File: src/rtl/dpanel_lcd_timing.sv
module dpanel_lcd_timing #(
  parameter int HDW  = 7,
  parameter int NDW  = 5,
  parameter int VW   = 10,
  parameter int DIVW = 2
) (
  input  logic            clk,
  input  logic            rst,
  input  logic [HDW-1:0]  cfg_hdisp,
  input  logic [NDW-1:0]  cfg_hblank,
  input  logic [VW-1:0]   cfg_vlast,
  input  logic [DIVW-1:0] cfg_div,
  input  logic            pix_valid,
  input  logic [3:0]      pix_upper,
  input  logic [3:0]      pix_lower,
  output logic            pix_ready,
  output logic            line_o,
  output logic            frame_o,
  output logic            mod_o,
  output logic            shift_o,
  output logic [3:0]      ud_o,
  output logic [3:0]      ld_o
);

  localparam int HW = $clog2((2**HDW)*8 + (2**NDW)*8 + 34);
  localparam logic [HW-1:0] PULSE_END = HW'(9);
  localparam logic [HW-1:0] SHIFT_BEG = HW'(22);
  localparam logic [HW-1:0] FRAME_AT  = HW'(23);
  localparam logic [HW-1:0] MOD_AT    = HW'(43);
  localparam logic [HW-1:0] OVERHEAD  = HW'(33);

  logic [DIVW-1:0] hc;
  logic            ph;
  logic [HW-1:0]   h;
  logic [VW-1:0]   v;

  logic [HW-1:0] disp_px, blank_px, h_last;
  assign disp_px  = HW'({cfg_hdisp, 3'b000}) + HW'(8);
  assign blank_px = HW'({cfg_hblank, 3'b000}) + HW'(8);
  assign h_last   = disp_px + blank_px + OVERHEAD - HW'(1);

  logic half_end, pend, h_wrap, ph_n, win_n, frame_n, mod_hit;
  logic [HW-1:0] h_n;
  logic [VW-1:0] v_n;

  assign half_end = (hc == cfg_div);
  assign pend     = half_end & ph;
  assign h_wrap   = (h >= h_last);
  assign ph_n     = ph ^ half_end;
  assign h_n      = pend ? (h_wrap ? '0 : h + HW'(1)) : h;
  assign v_n      = (pend && h_wrap) ? ((v >= cfg_vlast) ? '0 : v + VW'(1)) : v;
  assign win_n    = (h_n >= SHIFT_BEG) && (h_n < SHIFT_BEG + disp_px);
  assign frame_n  = ((v_n == cfg_vlast) && (h_n >= FRAME_AT)) ||
                    ((v_n == '0) && (h_n < FRAME_AT));
  assign mod_hit  = pend && (h_n == MOD_AT) && (v_n == cfg_vlast);
  assign pix_ready = pend & win_n;

  always_ff @(posedge clk) begin
    if (rst) begin
      hc      <= '0;
      ph      <= 1'b0;
      h       <= '0;
      v       <= '0;
      line_o  <= 1'b0;
      frame_o <= 1'b0;
      mod_o   <= 1'b0;
      shift_o <= 1'b0;
      ud_o    <= 4'h0;
      ld_o    <= 4'h0;
    end else begin
      hc      <= half_end ? '0 : hc + DIVW'(1);
      ph      <= ph_n;
      h       <= h_n;
      v       <= v_n;
      line_o  <= (h_n < PULSE_END);
      shift_o <= win_n & ~ph_n;
      frame_o <= frame_n;
      if (mod_hit) mod_o <= ~mod_o;
      if (pend) begin
        ud_o <= (pix_ready && pix_valid) ? pix_upper : 4'h0;
        ld_o <= (pix_ready && pix_valid) ? pix_lower : 4'h0;
      end
    end
  end

  AST_SHIFT_GATED: assert property (@(posedge clk) disable iff (rst)
    shift_o |-> !line_o);

  AST_READY_OFF_PULSE: assert property (@(posedge clk) disable iff (rst)
    pix_ready |-> !line_o);

  AST_DATA_IDLE: assert property (@(posedge clk) disable iff (rst)
    line_o |-> (ud_o == 4'h0 && ld_o == 4'h0));

  AST_FRAME_FALL: assert property (@(posedge clk) disable iff (rst)
    $fell(frame_o) |-> !line_o);

  AST_MOD_IN_FRAME: assert property (@(posedge clk) disable iff (rst)
    !$stable(mod_o) |-> frame_o);

endmodule

File: config.mk
export PLATFORM = sky130hd
export DESIGN_NAME = dpanel_lcd_timing
export DESIGN_NICKNAME = d
export VERILOG_FILES = /design/src/rtl/dpanel_lcd_timing.sv
export SDC_FILE = /design/constraint.sdc
export NUM_CORES = 1
export LEC_CHECK = 0
export CAP_MARGIN = 5
export CORE_MARGIN = 5
export CORE_UTILIZATION = 45
export CTS_CLUSTER_SIZE = 12
export DETAILED_ROUTE_END_ITERATION = 12
export DONT_BUFFER_PORTS = 1
export PLACE_DENSITY_LB_ADDON = 0.1
export SLEW_MARGIN = 20
export SYNTH_ARGS = -nofsm -noshare
export SYNTH_HDL_FRONTEND = slang
export SYNTH_SLANG_ARGS = --single-unit
File: constraint.sdc
create_clock -name clk -period 5.4 [get_ports clk]
set_input_delay 0.27 -clock clk [delete_from_list [all_inputs] [get_ports clk]]
set_output_delay 0.27 -clock clk [all_outputs]
set_load 0.02 [all_outputs]
* After elaboration in Yosys (flattened, before gate mapping) *
Cells that the tools add are included.

word-level totals
  output and inout bits = 13
  input port bits = 35
  register bits = 36
  word-level logic and storage cells = 51

operators by class
  reduce and logical (&&, ||, !) cells = 10
  $add $sub $neg = 9
  muxes and demuxes = 6
  equal/unequal tests = 3
  order comparisons = 7
  bitwise gates (word level) = 6

operator list
  kind                                                                 number
  greater-or-equal comparator 11 x 5 -> 1 bit (second input constant)  2
  two-way mux 11 bit                                                   2
  two-way mux 10 bit                                                   2
  adder 10 x 4 -> 11 bit (second input constant)                       1
  adder 11 x 1 -> 11 bit (second input constant)                       1
  adder 11 x 6 -> 11 bit (second input constant)                       1
  adder 11 x 9 -> 11 bit                                               1
  adder 5 x 11 -> 11 bit (first input constant)                        1
  equality test 11 x 6 -> 1 bit (second input constant)                1
  greater-or-equal comparator 11 bit                                   1
  < comparator 11 bit                                                  1
  < comparator 11 x 4 -> 1 bit (second input constant)                 1
  < comparator 11 x 5 -> 1 bit (second input constant)                 1
  subtractor 11 x 1 -> 11 bit (second input constant)                  1
  adder 10 x 1 -> 10 bit (second input constant)                       1
  equality test 10 bit                                                 1
  greater-or-equal comparator 10 bit                                   1
  zero test 10 bit                                                     1
  adder 8 x 4 -> 9 bit (second input constant)                         1
  two-way mux 4 bit                                                    2
  logical AND 1 bit                                                    7
  bitwise AND 1 bit                                                    3
  adder 2 x 1 -> 2 bit (second input constant)                         1
  equality test 2 bit                                                  1
  4 further kinds                                                      5

* Depth between registers and ports, before layout *
Gate-level depths: netlist (run 1).

  depth after elaboration = 12
  mapped depth = 31
  gate-level depth less buffers = 27

* Least setup slack after synthesis (run 1) *
OpenSTA, ideal clock, no wires.

  kind = input to output
  start = input cfg_hdisp[0]
  end = output pix_ready
  arrival = 5.480 ns
  cell stages on the path = 28
  path slack = -0.350 ns
  data required time = 5.130 ns
  cells stage by stage = ha_1 > xor2_1 > or2_2 > nand2_1 > inv_1 > fa_1 > nor2b_1 > o21ai_0 > nand2b_1 > a21oi_1 > nor2_1 > xnor2_1 > ha_1 > nand4_1 > a21oi_1 > a22o_1 > buf_6 > clkbuf_1 > clkbuf_1 > nor2_1 > ha_1 > a21o_1 > a21o_1 > a21o_1 > a21o_1 > a21oi_1 > nor2_1 > nor4_1

on the way
  cells in the longest elaborated chain, start to end = 10
  elaborated cells on any way between the ends = 12
  those cells by class = 5 x add/sub; 3 x order compare; 2 x mux; 1 x bitwise; 1 x reduce/logical

RTL lines
  element                                                                                    RTL line  RTL
  start, declared                                                                            9         input logic [HDW-1:0] cfg_hdisp,
  adder 10 x 4 -> 11 bit *                                                                   38        assign disp_px = HW'({cfg_hdisp, 3'b000}) + HW'(8);
  adder 11 x 9 -> 11 bit *                                                                   40        assign h_last = disp_px + blank_px + OVERHEAD - HW'(1);
  adder 11 x 6 -> 11 bit *                                                                   40
  subtractor 11 x 1 -> 11 bit *                                                              40
  greater-or-equal comparator 11 bit *                                                       48        assign h_wrap = (h >= h_last);
  two-way mux 11 bit * (2 in a row)                                                          50        assign h_n = pend ? (h_wrap ? '0 : h + HW'(1)) : h;
  net h_n[4]                                                                                 43        logic [HW-1:0] h_n;
  greater-or-equal comparator 11 x 5 -> 1 bit / < comparator 11 bit (equally long branches)  52        assign win_n = (h_n >= SHIFT_BEG) && (h_n < SHIFT_BEG + disp_px);
  logical AND 1 bit *                                                                        52
  bitwise AND 1 bit *                                                                        56        assign pix_ready = pend & win_n;
  end, declared                                                                              16        output logic pix_ready,

Mark *: on every way through the listed nets, which the timed path passes. The rest lies on a longest branch.

* Final worst setup path (run 1) *
Ends and elaborated chain as after synthesis.

==> results.md, run 1 <==
* Status: finished, final reports clean
* Via density at 5.61
* Ys flop type: dfxtp_1
* WL/cell at 15.7 um
* Synth Area in Simple Gates at 0.250
* YS warnings at 0
* Worst R2R End: ld_o[1]$_SDFFE_PP0P_
* Slew Limit Fails at 0
* First-pass iteration count of the detailed router at 4
* Cell Pwr Density at 190 nW/um2
* Largest family of logic cells by synthesized area: simple AND/OR/NAND/NOR gates
* Ys async rst share at 0
* Die Span X at 94.9 um
* Placed instance area at 3350 um2
* Most frequent cells in the layout: 41 x ha_1, 36 x nor2_1, 36 x dfxtp_1, 27 x xnor2_1, 25 x nand2_1
* GR Overflow Total at 0
* Worst skew pair latency at 0.30 ns
* Detailed Route WL at 7620 um
* Post-CTS sizing at 0
* Min Tclk post-route at 5.06 ns
* Endpoints failing hold at 0
* Area growth syn-to-layout at 6.25%
* Mean Syn Cell Area at 8.40 um2
* Adder-Cell Fraction of Synth Area at 0.164
* Relative slew margins at 0.571
* Worst r2r path cells at 16
* Number of nets with antenna violations after routing at 0
* Vias in the first global route at 2592
* Register area share after synthesis at 0.222
* Synth Cell Area at 3240 um2
* Clk_skew at 0.00721 ns
* Initial antenna violation count at 0
* R2r setup slk at 1.14 ns
* # Post-CTS Setup Buffers at 0
* Final setup fails at 0
* Hold Path End: h[0]$_SDFF_PP0_
* Die height at 94.9 um
* CP endpoint kind: output pin
* Worst Path Arrival at 4.79 ns
* Clk slew on worst S/H paths at 0.08 ns
* Worst path slowest cell: fa_1
* Period utilization at 0.937
* Worst vdd ir at 0.166 mV
* Syn Inst Count at 386
* Mux cell area share after synthesis at 0.00965
* Final net count at 463
* Max Cap Viol at 0
* Cell repeated most along the worst path: a21o_1
* Slowest Stage Delay on Critical Path at 0.45 ns
* GR Util All Layers at 0.176
* Setup CP Type: in2out
* Worst r2r src: hc[0]$_SDFF_PP0_
* Core Box Area at 7140 um2
* # H-tree levels at 2
* Mapped Nets at 463
* RSZ-0062 raised after global routing: no
* CP max FO at 5
* Final TNS setup at 0 ns
* Vias at 2725
* CTS Sinks at 36
* CTS tree: yes
* Xor/xnor cell area share of the yosys netlist at 0.103
* Buf/Inv on CP at 2
* Pleak at 0.00156 uW
* Dpl hpwl at 6060 um
* Share of layout cells above drive strength 1 at 0.109
* Row cnt at 31
* CP Launch Point: cfg_hdisp[0]
* First-pass GRT wire length at 12400 um
* Most common cell after layout, fill and taps aside: ha_1
* Number of enable flip-flop cells after synthesis at 0
* Inserted Clock Buffers at 5
* Root Driver: clkbuf_8
* Max Root-Sink Buffers at 2
* Initial core utilization at 0.454
* Worst Setup Start Kind: input pin
* Die area at 9000 um2
* # diodes at 0
* Number of different library cells in the post-synthesis netlist at 64
* Largest net degree at the start of global routing at 31
* Hold path cells at 1
* Synth Register Bits at 36
* IO Port Bufs at 0
* Hold path start: rst
* DRC Markers at 0
* Max frequency at 198 MHz
* Synth Area in Compound Gates at 0.194
* Io pins at 48
* CP delay by family, top: compound AO/OA/AOI/OAI gates
* Tightest Pin Transition at 0.635 ns
* Initial drt markers at 125
* Hold_buf cts at 0
* Crit path required time at 5.13 ns
* Hold WC Path Type: in2reg
* Gpl congestion at 0.825
* Fin area at 3440 um2
-- cell families after synthesis --
group / Yosys count
and+or+nand+nor: 147
adders and majority gates: 42
AOI/OAI and AO/OA: 80
xor gates and xnor gates: 38
buffers and inverters: 40
DFF: 36
muxes: 3
-- through the flow --
stage	std cells	setup slack [ns]	total power (uW)	util	hold slack [ns]
2_1_floorplan	386	0.0128	429	-	0.396
3_3_place_gp	478	0.180	456	0.470	0.346
3_5_place_dp	478	0.102	458	0.470	0.348
4_1_cts	486	0.305	662	0.483	0.0241
5_1_grt	486	0.0883	696	0.483	0.0107
6_report	486	0.341	656	0.483	0.0298
-- where the power goes --
| group | internal (uW) | total [uW] | switching [uW] |
|---|---|---|---|
| clock | 91.6 | 204 | 113 |
| combinational | 75.4 | 164 | 88.7 |
| sequential | 275 | 287 | 12.0 |
| total | 442 | 656 | 214 |
-- sequential cells by signal, summed over array words and instances, names as in the netlist --
register	flops
ph	1
frame_o	1
ud_o	4
h	11
ld_o	4
line_o	1
shift_o	1
hc	2
v	10
mod_o	1
-- how the worst max path moves through the flow --
stage,end,slack [ns],cells past startpoint
floorplan,ld_o[0]$_SDFFE_PP0P_,0.01,31
global placement,ud_o[0]$_SDFFE_PP0P_,0.18,27
detailed placement,ld_o[1]$_SDFFE_PP0P_,0.10,27
CTS,pix_ready,0.30,26
global route,pix_ready,0.09,26
finish,pix_ready,0.34,26
-- worst reg2reg max path: cells and delay by family (launching register included) --
kind / cells / cell delay, ns
AOI/OAI and AO/OA: 6 / 1.01
and+or+nand+nor: 6 / 1.38
adders and majority gates: 2 / 0.94
xor gates and xnor gates: 2 / 0.54
DFF: 1 / 0.34
-- layer usage --
metal,part of all wire,global-route usage
met1,0.52,0.255
met2,0.40,0.258
met3,0.071,0.0454
met4,0.010,0.0433
met5,0,0
-- cell type report --
cell class / instances / area (um2)
Multi-Input combinational cell: 310 / 2360
Sequential cell: 36 / 721
Fill cell: 719 / 3690
Clock buffer: 5 / 68.8
Inverter: 25 / 93.8
Clock inverter: 3 / 21.3
Timing Repair Buffer: 8 / 60.1
Tap cell: 99 / 124
-- Yosys cell counts, drive strengths merged (2+ instances only) --
cell type	n	area, um2
a211o	2	17.5
a211oi	2	15.0
a21o	9	67.6
a21oi	18	93.8
a221oi	3	56.3
a22o	11	96.3
a22oi	5	56.3
a31o	4	35.0
and2	2	12.5
and3	9	61.3
buf	8	63.8
clkbuf	7	26.3
dfxtp	36	721
ha	41	513
inv	25	93.8
mux2i	2	20.0
nand2	25	93.8
nand2b	3	18.8
nand3	9	45.0
nand4	12	90.1
nor2	36	135
nor2b	9	56.3
nor3	25	151
nor3b	2	15.0
nor4	5	52.6
o211ai	2	20.0
o21a	2	15.0
o21ai	9	45.0
o31ai	4	30.0
o41ai	2	17.5
or2	2	12.5
or3	2	12.5
xnor2	27	236
xor2	11	96.3
(Power assumes the default switching activity.)
==> run 2, diff against run 1 <==
--- a/config.mk
+++ b/config.mk
@@ -5,6 +5,7 @@
 export SDC_FILE = /design/constraint.sdc
 export NUM_CORES = 1
 export LEC_CHECK = 0
+export ABC_AREA = 1
 export CAP_MARGIN = 5
 export CORE_MARGIN = 5
 export CORE_UTILIZATION = 45
==> run 2 against run 1 <==
Against the previous run: clock-buffer cell count unchanged; first-iteration DRC count grew 2.4%; largest power group unchanged; non-clock buffer count down 5; maximum frequency is 2.9% higher.
==> results.md, run 2 <==
* GR Overflow Total at 0
* Setup CP Type: in2out
* Status: finished, final reports clean
* Crit path required time at 5.13 ns
* Final net count at 622
* Cell Pwr Density at 180 nW/um2
* Ys async rst share at 0
* Synth Register Bits at 36
* Detailed Route WL at 7970 um
* Dpl hpwl at 6390 um
* CP endpoint kind: output pin
* WHS at 0.0410 ns
* Syn Inst Count at 545
* Share of layout cells above drive strength 1 at 0.0806
* Vias in the first global route at 2968
* Synth Area in Simple Gates at 0.381
* Most common cell after layout, fill and taps aside: nand2_1
* Row cnt at 31
* Die area at 9380 um2
* Adder-Cell Fraction of Synth Area at 0.157
* Worst Path Arrival at 4.65 ns
* Worst vdd ir at 0.124 mV
* Worst skew pair latency at 0.29 ns
* First-pass GRT wire length at 13700 um
* # H-tree levels at 2
* Biggest regs: h: 11 flops, v: 10 flops
* Die Span X at 96.8 um
* Final setup fails at 0
* Number of enable flip-flop cells after synthesis at 0
* CTS tree: yes
* YS warnings at 0
* Synth Cell Area at 3390 um2
* Slew Limit Fails at 0
* CTS Sinks at 36
* Io pins at 48
* Min Tclk post-route at 4.92 ns
* Largest area contributor in the netlist: dfxtp_1
* # diodes at 0
* Synth top area share at 0.212
* Max Cap Viol at 0
* Number of nets with antenna violations after routing at 0
* Synth Area in Compound Gates at 0.0623
* Period utilization at 0.911
* Ranking of synthesized cells by area: dfxtp_1 21%, nand2_1 15%, ha_1 15%
* Clk slew on worst S/H paths at 0.08 ns
* CP max FO at 10
* Core Box Area at 7290 um2
* Hold_buf cts at 0
* Area growth syn-to-layout at 6.49%
* GR Util All Layers at 0.172
* Endpoints failing hold at 0
* Pleak at 0.00192 uW
* Initial drt markers at 128
* Relative slew margins at 0.528
* WL/cell at 12.4 um
* Clk_skew at 0.00668 ns
* Die height at 96.8 um
* Xor/xnor cell area share of the yosys netlist at 0.0645
* Largest Register: h
* Ys flop type: dfxtp_1
* Root Driver: clkbuf_8
* Via density at 4.85
* Top cells by count, synth: 138 x nand2_1, 95 x nor2_1, 90 x inv_1, 41 x ha_1, 36 x dfxtp_1
* Tightest Pin Transition at 0.709 ns
* Max frequency at 203 MHz
* Gpl congestion at 0.919
* Mux cell area share after synthesis at 0
* Vias at 3130
* Initial antenna violation count at 0
* Max Root-Sink Buffers at 2
* RSZ-0062 raised after global routing: no
* Mean Syn Cell Area at 6.23 um2
* First-pass iteration count of the detailed router at 4
* Worst Setup Start Kind: input pin
* Most frequently used cell type in the post-synthesis netlist: nand2_1
* Largest family of logic cells by synthesized area: simple AND/OR/NAND/NOR gates
* Largest register FFs at 11
* Largest net degree at the start of global routing at 34
* Final TNS setup at 0 ns
* DRC Markers at 0
* Fillers at 772
* Mapped Nets at 622
* Number of different library cells in the post-synthesis netlist at 38
* Register area share after synthesis at 0.212
* R2r setup slk at 1.72 ns
* Most frequent cells in the layout: 138 x nand2_1, 95 x nor2_1, 90 x inv_1, 41 x ha_1, 36 x dfxtp_1
* Hold WC Path Type: in2reg
* Initial core utilization at 0.465
* Inserted Clock Buffers at 5
* IO Port Bufs at 0
run 2: report_power, final:
group | internal (uW) | leakage (uW) | switching, uW | total, uW
Sequential | 272 | 0.000291 | 6.21 | 278
Clock | 137 | 0.0000541 | 108 | 245
Combinational | 50.4 | 0.00157 | 76.3 | 127
Total | 459 | 0.00192 | 191 | 650
run 2: cells by family (layout without fill, tap and decap cells):
| group | Yosys count | after routing |
|---|---|---|
| simple gates | 302 | 302 |
| buf+inv | 104 | 105 |
| fa+ha+maj | 42 | 42 |
| compound gates | 36 | 36 |
| flops | 36 | 36 |
| xor+xnor | 25 | 25 |
run 2: worst max-delay path, cell delays in order:
cell,delay [ns]
ha_1,0.18
nand3_1,0.13
xor2_2,0.21
inv_1,0.08
ha_1,0.27
ha_1,0.36
nand2_1,0.09
nor2_1,0.04
a211oi_2,0.20
nor2_1,0.07
o21ai_0,0.18
xor2_1,0.18
ha_1,0.26
a21o_1,0.15
nor2_1,0.12
nand3_2,0.13
nand2_2,0.23
nand2_1,0.18
inv_1,0.12
ha_1,0.25
a21oi_1,0.13
o21a_1,0.12
o221a_2,0.18
o21ai_1,0.07
inv_1,0.11
nand2_1,0.08
nor2_1,0.09
buf_4,0.15
run 2: final cells by class:
class,count,area [um2],share of cell area
Multi-Input combinational cell,405,2280,0.632
Sequential cell,36,721,0.199
Inverter,94,353,0.0976
Tap cell,99,124,0.0343
Clock buffer,5,68.8,0.0190
Clock inverter,3,42.5,0.0118
Timing Repair Buffer,3,22.5,0.00623
run 2: worst paths after layout:
| kind | from | endpoint | cells past startpoint |
|---|---|---|---|
| hold / removal | rst | ud_o[1]$_SDFFE_PP0P_ | 1 |
| setup reg to reg | hc[0]$_SDFF_PP0_ | ld_o[1]$_SDFFE_PP0P_ | 19 |
| setup / recovery | cfg_hdisp[0] | pix_ready | 28 |
| hold reg to reg | hc[0]$_SDFF_PP0_ | hc[0]$_SDFF_PP0_ | 1 |
run 2: repair_timing:
action	in CTS	in global routing
setup buffers	0	0
gates resized for setup	0	6
setup endpoints to repair	0	1
run 2: routing by layer:
| layer | up-vias | global-route usage | share of wire |
|---|---|---|---|
| li1 | 1690 | - | - |
| met1 | 1369 | 0.235 | 0.50 |
| met2 | 59 | 0.271 | 0.44 |
| met3 | 12 | 0.0453 | 0.050 |
| met4 | 0 | 0.0356 | 0.012 |
| met5 | - | 0 | 0 |
run 2: per-stage QoR:
step,setup WS [ns],instance area [um2],cells,power [uW],util
after floorplan,0.614,3390,545,387,-
after global placement,0.359,3470,637,408,0.476
after detailed placement,0.318,3470,637,409,0.476
after CTS,0.281,3590,645,657,0.492
after global routing,0.0152,3610,645,692,0.496
final,0.483,3610,645,650,0.496
